[src/rtl/uart_tx_pkg.sv]
package uart_tx_pkg;

    localparam int TIMER_W = 6;

    typedef enum logic [1:0] {
        DIV8    = 2'b00,
        DIV16   = 2'b01,
        DIV32   = 2'b10,
        DIV_RSV = 2'b11
    } div_sel_e;

    // Clocks in one bit time for a given mode and divider choice
    function automatic logic [TIMER_W-1:0] bit_clocks(input logic sync, input div_sel_e sel);
        if (sync) begin
            return TIMER_W'(1);
        end
        case (sel)
            DIV8:    return TIMER_W'(8);
            DIV32:   return TIMER_W'(32);
            default: return TIMER_W'(16);
        endcase
    endfunction

endpackage

[src/rtl/uart_tx_queue.sv]
module uart_tx_queue #(
    parameter int DATA_W = 8,
    parameter int DEPTH  = 8,
    localparam int PTR_W = (DEPTH > 1) ? $clog2(DEPTH) : 1,
    localparam int CNT_W = $clog2(DEPTH + 1)
) (
    input  logic              clk,
    input  logic              rst_n,
    input  logic              push_valid_i,
    input  logic [DATA_W-1:0] push_data_i,
    output logic              push_ready_o,
    input  logic              one_entry_i,
    input  logic              pop_i,
    output logic [DATA_W-1:0] head_o,
    output logic              empty_o,
    output logic [CNT_W-1:0]  count_o
);

    typedef struct packed {
        logic [DEPTH-1:0][DATA_W-1:0] mem;
        logic [PTR_W-1:0]             wr;
        logic [PTR_W-1:0]             rd;
        logic [CNT_W-1:0]             count;
    } q_state_t;

    q_state_t q_d, q_q;
    logic [CNT_W-1:0] cap;
    logic push;

    always_comb begin
        q_d          = q_q;
        cap          = one_entry_i ? CNT_W'(1) : CNT_W'(DEPTH);
        push_ready_o = (q_q.count < cap);
        push         = push_valid_i && push_ready_o;
        if (push) begin
            q_d.mem[q_q.wr] = push_data_i;
            q_d.wr = (q_q.wr == PTR_W'(DEPTH - 1)) ? '0 : q_q.wr + PTR_W'(1);
        end
        if (pop_i) begin
            q_d.rd = (q_q.rd == PTR_W'(DEPTH - 1)) ? '0 : q_q.rd + PTR_W'(1);
        end
        q_d.count = q_q.count + CNT_W'(push) - CNT_W'(pop_i);
    end

    always_ff @(posedge clk) begin
        if (!rst_n) begin
            q_q <= '0;
        end else begin
            q_q <= q_d;
        end
    end

    assign head_o  = q_q.mem[q_q.rd];
    assign empty_o = (q_q.count == '0);
    assign count_o = q_q.count;

    assert_no_underflow_R5: assert property (@(posedge clk) disable iff (!rst_n)
        pop_i |-> (q_q.count != '0));

    assert_no_overflow_R6: assert property (@(posedge clk) disable iff (!rst_n)
        q_q.count <= CNT_W'(DEPTH));

    assert_single_cap_R7: assert property (@(posedge clk) disable iff (!rst_n)
        (one_entry_i && $past(one_entry_i) && $past(q_q.count) <= CNT_W'(1))
            |-> (q_q.count <= CNT_W'(1)));

endmodule

[src/rtl/uart_tx_hold.sv]
module uart_tx_hold #(
    parameter int DEPTH  = 8,
    localparam int CNT_W = $clog2(DEPTH + 1)
) (
    input  logic             clk,
    input  logic             rst_n,
    input  logic             freeze_i,
    input  logic [CNT_W-1:0] count_i,
    input  logic             pop_i,
    output logic             allow_o
);

    typedef struct packed {
        logic             frz;
        logic [CNT_W-1:0] drain;
    } h_state_t;

    h_state_t h_d, h_q;
    logic rise;
    logic [CNT_W-1:0] base;

    always_comb begin
        h_d     = h_q;
        rise    = freeze_i && !h_q.frz;
        // on the rising clock the snapshot is the current queue content
        base    = rise ? count_i : h_q.drain;
        allow_o = !freeze_i || (base != '0);
        h_d.frz = freeze_i;
        h_d.drain = freeze_i ? (base - CNT_W'(pop_i)) : '0;
    end

    always_ff @(posedge clk) begin
        if (!rst_n) begin
            h_q <= '0;
        end else begin
            h_q <= h_d;
        end
    end

    assert_drain_within_queue_R8: assert property (@(posedge clk) disable iff (!rst_n)
        h_q.drain <= count_i);

endmodule

[src/rtl/uart_tx_serializer.sv]
module uart_tx_serializer
    import uart_tx_pkg::*;
#(
    parameter int DATA_W   = 8,
    localparam int FRAME_W = DATA_W + 2,
    localparam int IDX_W   = $clog2(FRAME_W)
) (
    input  logic              clk,
    input  logic              rst_n,
    input  logic              allow_i,
    input  logic              empty_i,
    input  logic [DATA_W-1:0] data_i,
    input  logic              sync_i,
    input  logic [1:0]        div_i,
    output logic              pop_o,
    output logic              busy_o,
    output logic              txd_o
);

    typedef struct packed {
        logic               active;
        logic [FRAME_W-1:0] shreg;
        logic [IDX_W-1:0]   idx;
        logic [TIMER_W-1:0] timer;
        logic               sync;
        div_sel_e           div;
    } s_state_t;

    s_state_t s_d, s_q;
    logic bit_end, last_end, take;

    always_comb begin
        s_d      = s_q;
        bit_end  = s_q.active && (s_q.timer == '0);
        last_end = bit_end && (s_q.idx == IDX_W'(FRAME_W - 1));
        take     = allow_i && !empty_i && (!s_q.active || last_end);
        pop_o    = take;
        if (take) begin
            s_d.active = 1'b1;
            s_d.shreg  = {1'b1, data_i, 1'b0};
            s_d.idx    = '0;
            s_d.timer  = bit_clocks(sync_i, div_sel_e'(div_i)) - TIMER_W'(1);
            s_d.sync   = sync_i;
            s_d.div    = div_sel_e'(div_i);
        end else if (last_end) begin
            s_d.active = 1'b0;
        end else if (bit_end) begin
            s_d.shreg = {1'b1, s_q.shreg[FRAME_W-1:1]};
            s_d.idx   = s_q.idx + IDX_W'(1);
            s_d.timer = bit_clocks(s_q.sync, s_q.div) - TIMER_W'(1);
        end else if (s_q.active) begin
            s_d.timer = s_q.timer - TIMER_W'(1);
        end
    end

    always_ff @(posedge clk) begin
        if (!rst_n) begin
            s_q        <= '0;
            s_q.shreg  <= '1;
            s_q.div    <= DIV16;
        end else begin
            s_q <= s_d;
        end
    end

    assign busy_o = s_q.active;
    assign txd_o  = s_q.active ? s_q.shreg[0] : 1'b1;

    assert_start_low_R1: assert property (@(posedge clk) disable iff (!rst_n)
        $rose(busy_o) |-> !txd_o);

    assert_stop_high_R1: assert property (@(posedge clk) disable iff (!rst_n)
        last_end |-> txd_o);

    assert_cfg_frozen_R12: assert property (@(posedge clk) disable iff (!rst_n)
        (s_q.active && !take) |=> ($stable(s_q.sync) && $stable(s_q.div)));

    assert_one_clock_bit_R3: assert property (@(posedge clk) disable iff (!rst_n)
        (s_q.active && s_q.sync) |-> (s_q.timer == '0));

endmodule

[src/rtl/uart_tx_freeze.sv]
module uart_tx_freeze #(
    parameter int DATA_W = 8,
    parameter int DEPTH  = 8,
    localparam int CNT_W = $clog2(DEPTH + 1)
) (
    input  logic              clk,
    input  logic              rst_n,
    input  logic              wr_valid,
    input  logic [DATA_W-1:0] wr_data,
    output logic              wr_ready,
    input  logic              freeze,
    input  logic              fifo_one,
    input  logic              sync_mode,
    input  logic [1:0]        div_sel,
    output logic              txd,
    output logic              rts
);

    logic              pop;
    logic              empty;
    logic              allow;
    logic [DATA_W-1:0] head;
    logic [CNT_W-1:0]  count;

    uart_tx_queue #(.DATA_W(DATA_W), .DEPTH(DEPTH)) i_queue (
        .clk          (clk),
        .rst_n        (rst_n),
        .push_valid_i (wr_valid),
        .push_data_i  (wr_data),
        .push_ready_o (wr_ready),
        .one_entry_i  (fifo_one),
        .pop_i        (pop),
        .head_o       (head),
        .empty_o      (empty),
        .count_o      (count)
    );

    uart_tx_hold #(.DEPTH(DEPTH)) i_hold (
        .clk      (clk),
        .rst_n    (rst_n),
        .freeze_i (freeze),
        .count_i  (count),
        .pop_i    (pop),
        .allow_o  (allow)
    );

    uart_tx_serializer #(.DATA_W(DATA_W)) i_ser (
        .clk     (clk),
        .rst_n   (rst_n),
        .allow_i (allow),
        .empty_i (empty),
        .data_i  (head),
        .sync_i  (sync_mode),
        .div_i   (div_sel),
        .pop_o   (pop),
        .busy_o  (rts),
        .txd_o   (txd)
    );

    assert_frozen_idle_R9: assert property (@(posedge clk) disable iff (!rst_n)
        (freeze && !allow && !rts) |=> !rts);

    assert_idle_line_high_R11: assert property (@(posedge clk) disable iff (!rst_n)
        !rts |-> txd);

endmodule

[config.mk]
export PLATFORM = sky130hd
export DESIGN_NAME = uart_tx_freeze
export DESIGN_NICKNAME = d
export VERILOG_FILES = /design/src/rtl/uart_tx_pkg.sv /design/src/rtl/uart_tx_queue.sv /design/src/rtl/uart_tx_hold.sv /design/src/rtl/uart_tx_serializer.sv /design/src/rtl/uart_tx_freeze.sv
export SDC_FILE = /design/constraint.sdc
export NUM_CORES = 1
export LEC_CHECK = 0
export BUFFER_PORTS_ARGS = -buffer_cell sky130_fd_sc_hd__buf_2
export CORE_MARGIN = 2
export CORE_UTILIZATION = 28
export DETAILED_ROUTE_END_ITERATION = 8
export SETUP_SLACK_MARGIN = 0.15
export SYNTH_ARGS = -nofsm -noshare
export SYNTH_HDL_FRONTEND = slang
export SYNTH_SLANG_ARGS = --single-unit
[constraint.sdc]
create_clock -name clk -period 3 [get_ports clk]
set_input_delay 0.3 -clock clk [delete_from_list [all_inputs] [get_ports clk]]
set_output_delay 0.3 -clock clk [all_outputs]
set_load 0.02 [all_outputs]
# After elaboration in Yosys (flattened, before gate mapping)
# Index checks and enable logic that the tools add are counted.
[op_classes] addsub=9 n_lt_le_gt_ge=4 eq_ne=6 muxes=32 n_bitwise=2 reduce_logical=26
[ops] operator="64-bit bitwise mux" count=1
[ops] operator="6-bit 2-to-1 mux" count=10
[ops] operator="8-bit binary-select mux with 3-bit select" count=1
[ops] operator="8-bit demux with 3-bit select" count=1
[ops] operator="6-bit one-hot mux with 2 select lines" count=2
[ops] operator="21-bit 2-to-1 mux" count=1
[ops] operator="20-bit 2-to-1 mux" count=1
[ops] operator="6-bit by 1-bit subtractor with 6-bit output, second input constant" count=3
[ops] operator="8-bit 2-to-1 mux" count=2
[ops] operator="13-bit 2-to-1 mux" count=1
[ops] operator="3-bit by 4-bit < comparator with 1-bit output, second input constant" count=2
[ops] operator="1-bit 2-to-1 mux" count=8
[ops] operator="4-bit 2-to-1 mux" count=2
[ops] operator="2-bit AND reduction" count=4
[ops] operator="4-bit by 1-bit subtractor with 4-bit output" count=2
[ops] operator="1-bit logical AND" count=7
[ops] operator="3-bit by 1-bit adder with 3-bit output, second input constant" count=2
[ops] operator="3-bit == test, second input constant" count=2
[ops] operator="6-bit logical NOT" count=1
[ops] operator="3-bit 2-to-1 mux" count=2
[ops] operator="4-bit by 1-bit adder with 4-bit output" count=1
[ops] operator="4-bit by 1-bit adder with 4-bit output, second input constant" count=1
[ops] operator="2-bit == test, second input constant" count=2
[ops] operator="4-bit == test, second input constant" count=1
[ops] operator="12 further kinds" count=19
[totals] ff_bits=102 in_bits=16 out_inout_bits=3

# Logic depth before layout (Yosys ltp)
# Gate-level depths: netlist (run 1).
[depth] word_depth=16 mapped_depth=14

# Cells and area by module
# From an unflattened synthesis (run 1), not the netlist that was laid out.
[hier_totals] cells_unflattened=485 hier_area_um2=5013.6
[modules_own_cells] module="uart_tx_queue" n_inst=1 cells_per_inst=319 area_per_inst_um2=3534.6
[modules_own_cells] module="uart_tx_serializer" n_inst=1 cells_per_inst=141 area_per_inst_um2=1222.4
[modules_own_cells] module="uart_tx_hold" n_inst=1 cells_per_inst=25 area_per_inst_um2=256.5

# Worst setup path before layout (run 1)
# Ideal clock, no wire load.
[synth_path] kind="register to register" start="register i_ser.s_q, in the netlist i_ser.busy_o" end="register i_queue.q_q, in the netlist i_queue.count_o[1]" arrival_ps=2904 t_required_ps=2885 path_slack_ps=-19 path_stages_with_launch=12 path_cell_list="dfxtp_1 > or4b_1 > buf_2 > o31ai_4 > o211ai_4 > inv_2 > buf_4 > ha_1 > inv_1 > ha_1 > fa_1 > and2_1"
[synth_lines] element="from (decl)" line_no="uart_tx_serializer.sv:29" text="s_state_t s_d, s_q;"
[synth_lines] element="to (signal assigned)" line_no="uart_tx_queue.sv:49" text="q_q <= q_d;"
[synth_lines] element="to (decl)" line_no="uart_tx_queue.sv:26" text="q_state_t q_d, q_q;"

# Worst setup path in the final report (run 1)
[layout_path] start="register i_ser.s_q[6] (netlist name)" end="register i_queue.q_q, in the netlist i_queue.count_o[3]"
[layout_between] elab_chain_len=6
[layout_lines] element="6-bit logical NOT" line_no="uart_tx_serializer.sv:34" text="bit_end = s_q.active && (s_q.timer == '0);"
[layout_lines] element="1-bit logical AND" line_no="uart_tx_serializer.sv:34"
[layout_lines] element="1-bit logical AND" line_no="uart_tx_serializer.sv:35" text="last_end = bit_end && (s_q.idx == IDX_W'(FRAME_W - 1));"
[layout_lines] element="1-bit logical OR" line_no="uart_tx_serializer.sv:36" text="take = allow_i && !empty_i && (!s_q.active || last_end);"
[layout_lines] element="1-bit logical AND" line_no="uart_tx_serializer.sv:36"
[layout_lines] element="4-bit by 1-bit subtractor with 4-bit output" line_no="uart_tx_queue.sv:42" text="q_d.count = q_q.count + CNT_W'(push) - CNT_W'(pop_i);"
# Every way passes these cells.
# A chain may end at the register's enable or synchronous reset.

==> impl_metrics.ini, run 1 <==
[sta]
setup-violations-final = 0
finalSetupTns_ps = 0
rsz0062_at_grt = no
finalCritPeriodShare = 0.880
final.setup.worst_slack_ps = 360
final_hold_viol_count = 0
worst_pin_slew_ps = 989
holdWs_ps = 208
fin_skew_ps = 9.56
maxSlewHeadroom = 0.340
fin_crit_ps = 2640
final_max_slew_viol_count = 0
max_freq_ghz = 0.379

[cells_and_area]
drive_above_1_share = 0.157
stdcell_count = 766
antennaDiodeCount = 0
fillers = 1805
syn2layout_area_growth_pct = 13.3
finish.utilization = 0.322
nets = 568

[place]
globalplace.congestion = 0.779
place_ws_ps = 369
hpwlAfterDp_mm = 7.33
dp.cells = 750
io_buffers = 18

[floorplanning]
die_y_um = 136
std_cell_rows = 48
core-area_um2 = 17200
pin_count = 19
start_util = 0.284
dieArea_um2 = 18500
die_w_um = 136

[detailed_routing]
dr.pass1.iters = 4
vias = 3755
drc = 0
routed_wl_mm = 10.9
wl_per_cell_um = 14.2
final_antenna_net_count = 0
first_iter_violations = 182
drt-vias-per-instance = 4.90

[worst_setup_path]
endpoint_kind = flip-flop
r2r_end = i_queue.count_o[3]
critPathMaxFanout = 6
ff2ff_setup_slack_ps = 360
setup.worst_path.start = i_ser.s_q[6]
worstSetupPathType = reg -> reg
rr_worst_depth = 11
r2r_start = i_ser.s_q[6]
critPathBufInv = 2
critPathTopFamily = compound AO/OA/AOI/OAI gates
critical_path.cell_chain = or4b_1 -> o31ai_4 -> o211ai_4 -> inv_2 -> ha_1 -> inv_1 -> ha_1 -> a21o_1 -> a21oi_1 -> xnor2_1 -> nor2_1
crit_top_cell = ha_1
cp_slowest_cell = or4b_1
cp_slowest_stage_delay_ps = 670
critical_path_required_ps = 3230
start_kind = flip-flop
arrival_ps = 2870

[logic_synthesis]
yosysMostFrequentCell = nand2_1
seq_area_frac_synth = 0.418
ys_ff_latch = 102
synth_commonest_cells = 107 x nand2_1, 102 x dfxtp_1, 44 x mux2i_1
yosys.area.top_type_share = 0.418
synth_fp_nets = 557
ys_types = 50
synth_largest_area_cell = dfxtp_1
avgSynthCellArea_um2 = 9.30
synthTopCellsByArea = dfxtp_1 42%, mux2i_1 9.0%, nand2_1 8.2%, mux4_2 7.4%, nand3_1 4.3%
synthArstFlopShare = 0
yosys_warnings = 0
synth_ff_type = dfxtp_1
syn_inst = 525
synth_edf_count = 0
syn-cell-area_um2 = 4880

[grt]
grt_usage = 0.127
antenna_found_initial = 1
grt_pass1_wl_mm = 18.3
gr-total-overflow = 0
grt_pass1_vias = 3672
grt_max_degree = 56

[cts]
cts_resized = 0
insertion_delay_ps = 350
clk_path_buf_depth = 2
cts-htree-levels = 3
cts_tree = yes
cts_hold_buffers = 0
numCtsBuffers = 9
clk_pin_slew_worst_paths_ps = 70
root_buffer = clkbuf_16
clock_sinks = 102
post_cts_buffers = 0

[worst_hold_path]
hold_path_depth = 3
min_path_type = in -> reg
min-delay-start = div_sel[0]
whs_endpoint = i_ser.s_q[0]

[pwr]
combinationalPowerShare = 0.356
vdd_drop_max_mv = 0.413
p_int_mw = 2.84
p_sw_frac = 0.367
p_sw_mw = 1.64
p_leak_nw = 1.98
seqPwrFrac = 0.394
power.density_nw_per_um2 = 811
pwr-share-clk = 0.251

[flow_run]
maxCapViolCount = 0

[run_status]
outcome = finished, final reports clean
## cells in the final DEF (no fill, tap or decap), types with 15 or more instances in the layout
cell type,instances
buf_2,17
o21ai_0,35
dfxtp_1,101
mux4_2,16
buf_4,15
nand3_1,42
mux2i_1,44
ha_1,15
nand2_1,107
nor2_1,24
## stage by stage
step / area [um^2] / power (mW)
floorplan: 4890 / 2.99
global placement: 5250 / 3.32
detailed placement: 5250 / 3.40
CTS: 5530 / 4.54
global route: 5530 / 4.81
finish: 5530 / 4.48
## kinds of logic after synthesis
| group | after synthesis | synth area share |
|---|---|---|
| compound gates | 67 | 0.0843 |
| flops | 102 | 0.418 |
| buf+inv | 47 | 0.0382 |
| simple gates | 218 | 0.222 |
| xor+xnor | 7 | 0.0126 |
| fa+ha+maj | 16 | 0.0425 |
| mux | 68 | 0.182 |
## power groups by stage
| stage | Combinational (mW) | Sequential (mW) | Clock (mW) |
|---|---|---|---|
| after detailed placement | 1.60 | 1.80 | 0 |
| after CTS | 1.61 | 1.77 | 1.16 |
| after global placement | 1.54 | 1.78 | 0 |
| after global routing | 1.79 | 1.80 | 1.22 |
| after floorplan | 1.28 | 1.71 | 0 |
| final | 1.59 | 1.77 | 1.12 |
## registers in the layout, summed over array words and instances (netlist names)
signal	cells
i_queue.q_q	70
i_ser.s_q	22
i_hold.h_q	5
i_queue.count_o	4
i_ser.busy_o	1
## worst max path at each step
stage                    endpoint  cells after the start  slack [ps]
2_1_floorplan  i_queue.count_o[1]                     11         170
4_1_cts        i_queue.count_o[3]                     11         360
5_1_grt        i_queue.count_o[3]                     11         200
3_3_place_gp   i_queue.count_o[1]                      9         450
6_report       i_queue.count_o[3]                     11         360
3_5_place_dp   i_queue.count_o[3]                     11         370
## metal layers
layer | vias up | GRT usage | wire (um) | share of wire
li1 | 1861 | - | - | -
met1 | 1791 | 0.161 | 4860 | 0.45
met2 | 89 | 0.208 | 5110 | 0.47
met3 | 14 | 0.0332 | 709 | 0.065
met4 | 0 | 0.0440 | 168 | 0.015
met5 | - | 0 | 0 | 0
## worst register-to-register path: cells and delay by family, from the launching register on
| family | cells | cell delay [ps] |
|---|---|---|
| AOI/OAI and AO/OA | 4 | 770 |
| xor gates and xnor gates | 1 | 140 |
| adders and majority gates | 2 | 410 |
| buffers and inverters | 2 | 130 |
| DFF | 1 | 340 |
| and+or+nand+nor | 2 | 720 |
## cell type report
type	instances	area, um^2	area share
repair buffers	33	218	0.0394
flip-flops and latches	102	2050	0.370
clock inverters	6	51.3	0.00927
clock buffers	10	229	0.0414
well taps	225	282	0.0509
inverters	14	52.6	0.00950
multi-input cells	376	2650	0.480
Power figures use the tool's default switching activity.
==> inputs of run 2 (changes only) <==
Settings changed: CAP_MARGIN set to 15, CORE_MARGIN 2 to unset.
==> impl_metrics.ini, run 2 (synthesis gave the netlist of run 1 again) <==
[detailed_routing]
wirelength_met1_mm = 4.84
first_iter_violations = 185
final_antenna_net_count = 0
drc = 0
wl_per_cell_um = 14.3
routed_wl_mm = 10.9
vias = 3711
wl_met3_um = 547
dr.pass1.iters = 4
wl_met2_mm = 5.42
drt-vias-per-instance = 4.88
top_layer = met4

[grt]
grt_usage = 0.130
antenna_found_initial = 0
gr-total-overflow = 0
grt_pass1_wl_mm = 18.2
grt_max_degree = 61
grt_pass1_vias = 3635

[cts]
clk_pin_slew_worst_paths_ps = 70
numCtsBuffers = 9
clk_path_buf_depth = 2
root_buffer = clkbuf_16
cts_hold_buffers = 0
cts_tree = yes
cts-htree-levels = 3
cts_resized = 0
post_cts_buffers = 0
insertion_delay_ps = 360
clock_sinks = 102

[sta]
finalCritPeriodShare = 0.863
holdWs_ps = 213
setup-violations-final = 0
final_hold_viol_count = 0
fin_skew_ps = 16.1
max_freq_ghz = 0.386
final_max_slew_viol_count = 0
maxSlewHeadroom = 0.380
rsz0062_at_grt = no
worst_pin_slew_ps = 928
finalSetupTns_ps = 0
fin_crit_ps = 2590

[cells_and_area]
syn2layout_area_growth_pct = 12.9
stdcell_area_um2 = 5510
drive_above_1_share = 0.156
largest_reg_flops = 70
reg.largest.list = i_queue.q_q (70), i_ser.s_q (22), i_hold.h_q (5)
seq_area_um2 = 2050
final_common_cell = nand2_1
multi_input_area_um2 = 2650
antennaDiodeCount = 0
nets = 567
layout_common_cells = 107 x nand2_1, 101 x dfxtp_1, 44 x mux2i_1
top_register = i_queue.q_q
fillers = 1747

[pwr]
total_power_mw = 4.47
p_leak_nw = 1.96
p_sw_mw = 1.60
p_int_mw = 2.87
vdd_drop_max_mv = 0.298
p_sw_frac = 0.359
seqPwrFrac = 0.395
pwr-share-clk = 0.251
combinationalPowerShare = 0.354
power.density_nw_per_um2 = 811

[place]
globalplace.congestion = 0.832
dpl_cell_area_um2 = 5230
hpwlAfterDp_mm = 7.49
io_buffers = 18

[floorplanning]
start_util = 0.290
std_cell_rows = 47
die_y_um = 134
die_w_um = 134
core-area_um2 = 16800
pin_count = 19
dieArea_um2 = 18000

[worst_setup_path]
ff2ff_setup_slack_ps = 410
critical_path_required_ps = 3250
arrival_ps = 2840
critPathMaxFanout = 6
endpoint_kind = flip-flop
worstSetupPathType = reg -> reg
start_kind = flip-flop

[flow_run]
maxCapViolCount = 0

[worst_hold_path]
min_path_type = in -> reg

[run_status]
outcome = finished, final reports clean
-- run 2: layout make-up --
class                           instances  share of cell area
Sequential cell                       102               0.371
Clock buffer                           12              0.0465
Multi-Input combinational cell        376               0.482
Timing Repair Buffer                   32              0.0359
Inverter                               14             0.00954
Tap cell                              220              0.0500
Clock inverter                          4             0.00522
-- run 2: worst paths after layout --
check                  start                  to  depth (start not counted)
max             i_ser.s_q[6]  i_queue.count_o[1]                          9
max reg2reg     i_ser.s_q[6]  i_queue.count_o[1]                          9
min reg2reg  i_queue.q_q[57]     i_queue.q_q[57]                          2
min               div_sel[0]        i_ser.s_q[0]                          3
-- run 2: worst max-delay path, cell delays in order, from the launching register on --
cell,delay [ps]
dfxtp_1,340
or4b_1,660
o31ai_4,270
o211ai_4,110
inv_2,70
ha_1,220
inv_1,60
ha_1,180
fa_1,420
and2_1,160
-- run 2: layer usage --
metal | vias to the layer above | GRT usage
li1 | 1859 | -
met3 | 5 | 0.0344
met1 | 1782 | 0.157
met5 | - | 0
met4 | 0 | 0.0512
met2 | 65 | 0.221
-- run 2: through the flow --
step	std cells	setup WS [ps]	utilization
floorplan	525	175	-
global placement	744	462	0.311
detailed placement	744	412	0.311
CTS	760	398	0.328
global route	760	260	0.328
finish	760	411	0.328
-- run 2: power by group through the flow --
stage	combinational, mW	sequential [mW]	clock [mW]
5_1_grt	1.79	1.80	1.22
3_3_place_gp	1.53	1.78	0
6_report	1.58	1.76	1.12
2_1_floorplan	1.28	1.71	0
4_1_cts	1.60	1.76	1.16
3_5_place_dp	1.59	1.79	0
